## src/rtl/hazard_unit.sv

```systemverilog
module hazard_unit #(
  parameter int RA_W        = 5,
  parameter int PC_W        = 32,
  parameter int INSTR_BYTES = 4
) (
  input  logic [PC_W-1:0] fetch_pc,
  input  logic [RA_W-1:0] dec_rs1,
  input  logic [RA_W-1:0] dec_rs2,
  input  logic            dec_is_branch,
  input  logic            dec_br_taken,
  input  logic [PC_W-1:0] dec_br_target,
  input  logic [RA_W-1:0] ex_rs1,
  input  logic [RA_W-1:0] ex_rs2,
  input  logic [RA_W-1:0] ex_rd,
  input  logic            ex_wen,
  input  logic            ex_is_load,
  input  logic [RA_W-1:0] mem_rd,
  input  logic            mem_wen,
  input  logic            mem_is_load,
  input  logic [RA_W-1:0] wb_rd,
  input  logic            wb_wen,
  output logic [1:0]      fwd_a_sel,
  output logic [1:0]      fwd_b_sel,
  output logic [1:0]      dec_a_sel,
  output logic [1:0]      dec_b_sel,
  output logic            stall,
  output logic            bubble,
  output logic [1:0]      npc_sel,
  output logic [PC_W-1:0] next_pc
);

  localparam logic [1:0] SRC_RF   = 2'd0;
  localparam logic [1:0] SRC_MEM  = 2'd1;
  localparam logic [1:0] SRC_WB   = 2'd2;
  localparam logic [1:0] NPC_SEQ  = 2'd0;
  localparam logic [1:0] NPC_TGT  = 2'd1;
  localparam logic [1:0] NPC_HOLD = 2'd2;
  localparam logic [PC_W-1:0] PC_INC = PC_W'(INSTR_BYTES);

  function automatic logic hit(input logic [RA_W-1:0] src, input logic [RA_W-1:0] dst,
                               input logic wen);
    return wen && (src != '0) && (src == dst);
  endfunction

  function automatic logic [1:0] pick(input logic mem_ok, input logic wb_ok);
    if (mem_ok) return SRC_MEM;
    if (wb_ok)  return SRC_WB;
    return SRC_RF;
  endfunction

  logic mem_alu_wen, mem_ld_wen;
  logic ex_hit_a, ex_hit_b, mld_hit_a, mld_hit_b;
  logic load_use, br_wait, redirect;

  assign mem_alu_wen = mem_wen && !mem_is_load;
  assign mem_ld_wen  = mem_wen && mem_is_load;

  assign fwd_a_sel = pick(hit(ex_rs1, mem_rd, mem_wen), hit(ex_rs1, wb_rd, wb_wen));
  assign fwd_b_sel = pick(hit(ex_rs2, mem_rd, mem_wen), hit(ex_rs2, wb_rd, wb_wen));

  assign dec_a_sel = pick(hit(dec_rs1, mem_rd, mem_alu_wen), hit(dec_rs1, wb_rd, wb_wen));
  assign dec_b_sel = pick(hit(dec_rs2, mem_rd, mem_alu_wen), hit(dec_rs2, wb_rd, wb_wen));

  assign ex_hit_a  = hit(dec_rs1, ex_rd, ex_wen);
  assign ex_hit_b  = hit(dec_rs2, ex_rd, ex_wen);
  assign mld_hit_a = hit(dec_rs1, mem_rd, mem_ld_wen);
  assign mld_hit_b = hit(dec_rs2, mem_rd, mem_ld_wen);

  assign load_use = ex_is_load && (ex_hit_a || ex_hit_b);
  assign br_wait  = dec_is_branch && (ex_hit_a || ex_hit_b || mld_hit_a || mld_hit_b);

  assign stall    = load_use || br_wait;
  assign bubble   = stall;
  assign redirect = dec_is_branch && dec_br_taken;

  assign npc_sel = stall ? NPC_HOLD : (redirect ? NPC_TGT : NPC_SEQ);

  always_comb begin
    case (npc_sel)
      NPC_HOLD: next_pc = fetch_pc;
      NPC_TGT:  next_pc = dec_br_target;
      default:  next_pc = fetch_pc + PC_INC;
    endcase
  end

  always_comb begin

    fwd_mem_src_chk: assert (fwd_a_sel != SRC_MEM || (mem_wen && ex_rs1 != '0 && mem_rd == ex_rs1))
      else $error("execute operand A took the memory-stage result without a matching write");

    fwd_wb_prio_chk: assert (fwd_b_sel != SRC_WB ||
                             (!(mem_wen && mem_rd == ex_rs2) && wb_wen && wb_rd == ex_rs2 && ex_rs2 != '0))
      else $error("execute operand B took writeback while memory matched or writeback did not");

    zero_src_chk: assert (ex_rs1 != '0 || fwd_a_sel == SRC_RF)
      else $error("register 0 was bypassed");

    hold_pc_chk: assert (!stall || (next_pc == fetch_pc && bubble))
      else $error("stall without holding the PC and inserting a bubble");

    no_spurious_stall_chk: assert (dec_is_branch || (ex_is_load && ex_wen) || !stall)
      else $error("non-branch stalled without a load directly ahead");

    taken_redirect_chk: assert (!(dec_is_branch && dec_br_taken && !stall) || next_pc == dec_br_target)
      else $error("resolved taken branch did not redirect fetch");

    nonbranch_seq_chk: assert (dec_is_branch || stall || next_pc == fetch_pc + PC_INC)
      else $error("non-branch changed the fetch path");
  end

endmodule

```

## config.mk

```make
export PLATFORM = sky130hd
export DESIGN_NAME = hazard_unit
export DESIGN_NICKNAME = d
export VERILOG_FILES = /design/src/rtl/hazard_unit.sv
export SDC_FILE = /design/constraint.sdc
export NUM_CORES = 1
export LEC_CHECK = 0
export BUFFER_PORTS_ARGS = -buffer_cell sky130_fd_sc_hd__buf_4
export CORE_MARGIN = 2
export CORE_UTILIZATION = 40
export DETAILED_ROUTE_END_ITERATION = 16
export GPL_TIMING_DRIVEN = 0
export MAX_ROUTING_LAYER = met4
export PLACE_DENSITY_LB_ADDON = 0.12
export SETUP_SLACK_MARGIN = 0.15
export SYNTH_ARGS = -nofsm -noshare
export SYNTH_HDL_FRONTEND = slang
export SYNTH_SLANG_ARGS = --single-unit
export TNS_END_PERCENT = 5
```

## constraint.sdc

```tcl
create_clock -name vclk -period 3.8
set_input_delay 0.19 -clock vclk [all_inputs]
set_output_delay 0.19 -clock vclk [all_outputs]
set_load 0.05 [all_outputs]
```

# Word-level counts from Yosys, hierarchy flattened
# Index checks and enable logic that the tools add are counted.
[classes]
addsub = 1
eq_ne = 12
muxes = 31
n_reduce_logical = 38
[op_table]
columns = ["op", "n"]
rows = [
  ["$pmux 32 s2", 1],
  ["$eq 5x5->1", 10],
  ["$mux 2", 17],
  ["$add 32x3->32 const B", 1],
  ["$logic_and 1x1->1", 29],
  ["$reduce_bool 5->1", 4],
  ["$mux 1", 13],
  ["$logic_or 1x1->1", 4],
  ["$eq 2x1->1 const B", 1],
  ["$eq 2x2->1 const B", 1],
  ["$logic_not 1->1", 1],
]
[totals]
ff_bits = 0
input_bits = 106
word_cells = 82

# Depth between registers and ports, before layout
[logic_depth]
depth_word = 11
ltp_mapped = 7

# Worst setup path after synthesis
# Ideal clock, no wire load.
[synth_timing]
path_type = "input to output"
start = "in mem_rd[3]"
end = "out fwd_a_sel[1]"
t_arrival_ns = 2.868
t_required_ns = 3.610
setup_slack_ns = 0.742
stages = 5
n_path_buf = 1
cell_sequence = "clkbuf_1 > xnor2_1 > nand4_1 > nor4_1 > nor4_1"
[synth_between]
elab_chain_len = 4
[synth_lines]
columns = ["item", "line", "rtl"]
rows = [
  ["start: declaration", "17", "input logic [RA_W-1:0] mem_rd,"],
  ["$eq 5x5->1", "42", "return wen && (src != '0) && (src == dst);"],
  ["$logic_and 1x1->1", "42", ""],
  ["$mux 1", "46", "if (mem_ok) return SRC_MEM;"],
  ["$mux 2", "47", "if (wb_ok) return SRC_WB;"],
  ["end: declaration", "22", "output logic [1:0] fwd_a_sel,"],
]
# Every way passes these cells.

# Worst setup path after layout
[layout_timing]
start = "in dec_rs2[3]"
end = "out next_pc[19]"
[layout_between]
elab_chain_len = 11
[layout_lines]
columns = ["item", "line", "rtl"]
rows = [
  ["start: declaration", "8", "input logic [RA_W-1:0] dec_rs2,"],
  ["$reduce_bool 5->1", "42", ""],
  ["$logic_and 1x1->1 (2 in a row)", "42", ""],
  ["$logic_or 1x1->1", "69, 70", ""],
  ["$logic_or 1x1->1 (2 in a row)", "70", "assign br_wait = dec_is_branch && (ex_hit_a || ex_hit_b || mld_hit_a || mld_hit_b);"],
  ["$logic_and 1x1->1", "70", ""],
  ["$logic_or 1x1->1 *", "72", "assign stall = load_use || br_wait;"],
  ["$mux 2 *", "76", "assign npc_sel = stall ? NPC_HOLD : (redirect ? NPC_TGT : NPC_SEQ);"],
  ["$eq 2x1->1 / $eq 2x2->1 (equally long branches)", "79", "case (npc_sel)"],
  ["$pmux 32 s2 *", "79", ""],
  ["end: declaration", "29", "output logic [PC_W-1:0] next_pc"],
]
# Mark *: on every way between the ends. The rest lies on a longest branch, timed or not.

==> key figures <==
Outcome
  – Outcome: finished, final reports clean

CTS
  – Post-CTS Setup Inserts: 0
  – CTS resizes: 0
  – Cts hold-fix bufs: 0

GRT
  – All-Layer GR Usage: 31.4%
  – First-pass GRT wire length: 13300 µm
  – Grt ovf: 0
  – Antenna violations before repair: 0
  – Number of global-route vias before repair: 2856
  – Largest net degree at the start of global routing: 11

Die
  – DIE WIDTH: 72.7 µm
  – DIE AREA: 5290 µm²
  – FP Rows: 24
  – Core Box Area: 4440 µm²
  – Die Height: 72.7 µm
  – Initial Util: 42.5%
  – # IOs: 150

Critical path
  – CP required: 3.61 ns
  – CP Cell Sequence: buf_4 > xor2_1 > nor3_1 > nand4_1 > a21oi_1 > nor2_1 > clkbuf_1 > a2bb2oi_1 > buf_4
  – Slowest CP cell: a21oi_1
  – CP arrival: 2.35 ns
  – CP Capture Type: output port
  – Critical path class: in2out
  – Worst-path fanout max: 10
  – Slowest stage delay, CP: 0.44 ns
  – CP Launch Type: input pin
  – Most used cell, CP: buf_4

Logic synthesis
  – Syn Std Cell Area: 1890 µm²
  – Synth Area in Compound Gates: 30.8%
  – Syn Nets: 405
  – Post-synthesis adder-cell area fraction: 0.663%
  – Seq/Total Area, Yosys: 0%
  – Library cells used by synthesis: 39
  – Syn avg cell area: 6.34 µm²
  – YS warnings: 0
  – Syn Inst Count: 298
  – Mux contribution to synthesized area: 1.72%
  – Main combinational cell family by area after synthesis: simple AND/OR/NAND/NOR gates
  – Post-Synth Simple-Gate Area: 37.8%
  – Post-Synth XOR/XNOR Area: 23.2%

Timing
  – Final Hold Vio Count: 0
  – TNS Setup: 0 ns
  – Slew HR: 43.1%
  – Unrepaired setup endpoints after global routing: no
  – Final period utilization: 67.0%
  – Tmin final: 2.54 ns
  – Final setup viols: 0
  – Worst-margin pin slew: 0.847 ns
  – Final Max Slew Viols: 0
  – Highest Clock Rate: 393 MHz

Power and ir drop
  – Net Switching: 0.000270 W
  – Int Pwr: 0.000191 W
  – Reg power frac: 0%
  – Leak: 1.30 nW
  – Gate power share: 100.0%
  – Clock network power share: 0%
  – Max VDD drop: 0.000105 V
  – Sw Ratio: 58.7%
  – PwrDens: 152 nW/µm²

Cells and area
  – Seq_cells: 0
  – Share of layout cells above drive strength 1: 35.1%
  – Commonest non-fill, non-tap cell in the layout: buf_4
  – FF+latch area: 0 µm²
  – FILL cells: 428
  – Area Overhead vs Synth: 60.3%
  – Utilization after layout: 68.1%
  – Most frequent cells in the layout: buf_4 (146), nor3_1 (35), xnor2_1 (34)
  – Final instance area: 3030 µm²
  – Clkbuf count: 0
  – NumNets Final: 550
  – Area of the multi-input gates: 1780 µm²
  – Ant diodes: 0

Detailed routing
  – Routed len/inst: 16.9 µm
  – Total routed wirelength: 8320 µm
  – Via count: 3025
  – DRT iter0 DRCs: 287
  – Drt pass-1 iters: 5
  – Number of vias per cell: 6.14
  – Antenna Nets Post-Route: 0
  – DRC: 0

Worst hold path
  – Hold Path Cell Cnt: 3
  – Hold crit path type: in2out

Run
  – Max Cap Viol: 0

Place
  – HPWL after DPL: 6640 µm
  – Final GP Congestion: 0.951
  – Dpl cell area: 3030 µm²
  – PortBufs: 143
==> kinds of logic (layout without fill, tap and decap cells) <==
logic type      Yosys count  in the layout
mux                       3              3
simple gates            130            130
fa+ha+maj                 1              1
compound gates           88             88
xor+xnor                 50             50
buf+inv                  26            169
==> cells in the mapped netlist, types with 2 or more instances <==
master     instances  share of area [%]
nor3_1            35                9.3
o31ai_1            5                2.0
o22ai_1            8                2.7
a2bb2oi_1         23                 11
and2_1             2               0.66
buf_4              3                1.2
xor2_1            16                7.4
nor4_1             5                1.7
nand4_1           17                5.6
o21ai_0           21                5.6
nor2_1            18                3.6
nand3_1           13                3.4
mux2_2             2                1.2
clkbuf_1          20                4.0
xnor2_1           34                 16
nand2_1           22                4.4
a31oi_1           12                4.0
a21oi_1           14                3.7
or4_1              2               0.79
and3_1             6                2.0
nor4_4             2                2.3
==> worst max-delay path, delay by kind of cell <==
kind            cells  cell delay (ns)
compound gates      2             0.70
xor+xnor            1             0.14
buf+inv             3             0.72
simple gates        3             0.60
==> layer usage <==
layer  GRT usage, %  wire length (µm)
met4           5.76                76
met1           41.3              3330
met3           2.35               906
met2           53.1              4010
met5              -                 0
==> final cells by class <==
class,instances,area share (%)
buffer,25,3.51
inverter,1,0.124
multi-input combinational,272,58.7
tap,52,2.15
timing repair buffer,143,35.5
==> power by group through the flow <==
| stage | clock network, W | logic (W) | registers (W) |
|---|---|---|---|
| finish | 0 | 0.000461 | 0 |
| floorplan | 0 | 0.000267 | 0 |
| global placement | 0 | 0.000451 | 0 |
| CTS | 0 | 0.000458 | 0 |
| detailed placement | 0 | 0.000456 | 0 |
| global route | 0 | 0.000488 | 0 |
==> stage by stage <==
step	instances	total power (W)	setup WS, ns	hold WS (ns)
2_1_floorplan	298	0.000267	0.742	0.605
3_3_place_gp	493	0.000451	1.35	0.763
3_5_place_dp	493	0.000456	1.32	0.768
4_1_cts	493	0.000458	1.32	0.769
5_1_grt	493	0.000488	1.13	0.782
6_report	493	0.000461	1.26	0.768
==> final timing paths <==
kind          end         from
min    next_pc[0]  fetch_pc[0]
max   next_pc[19]   dec_rs2[3]
Note: power is estimated with default switching activity, not from simulation.
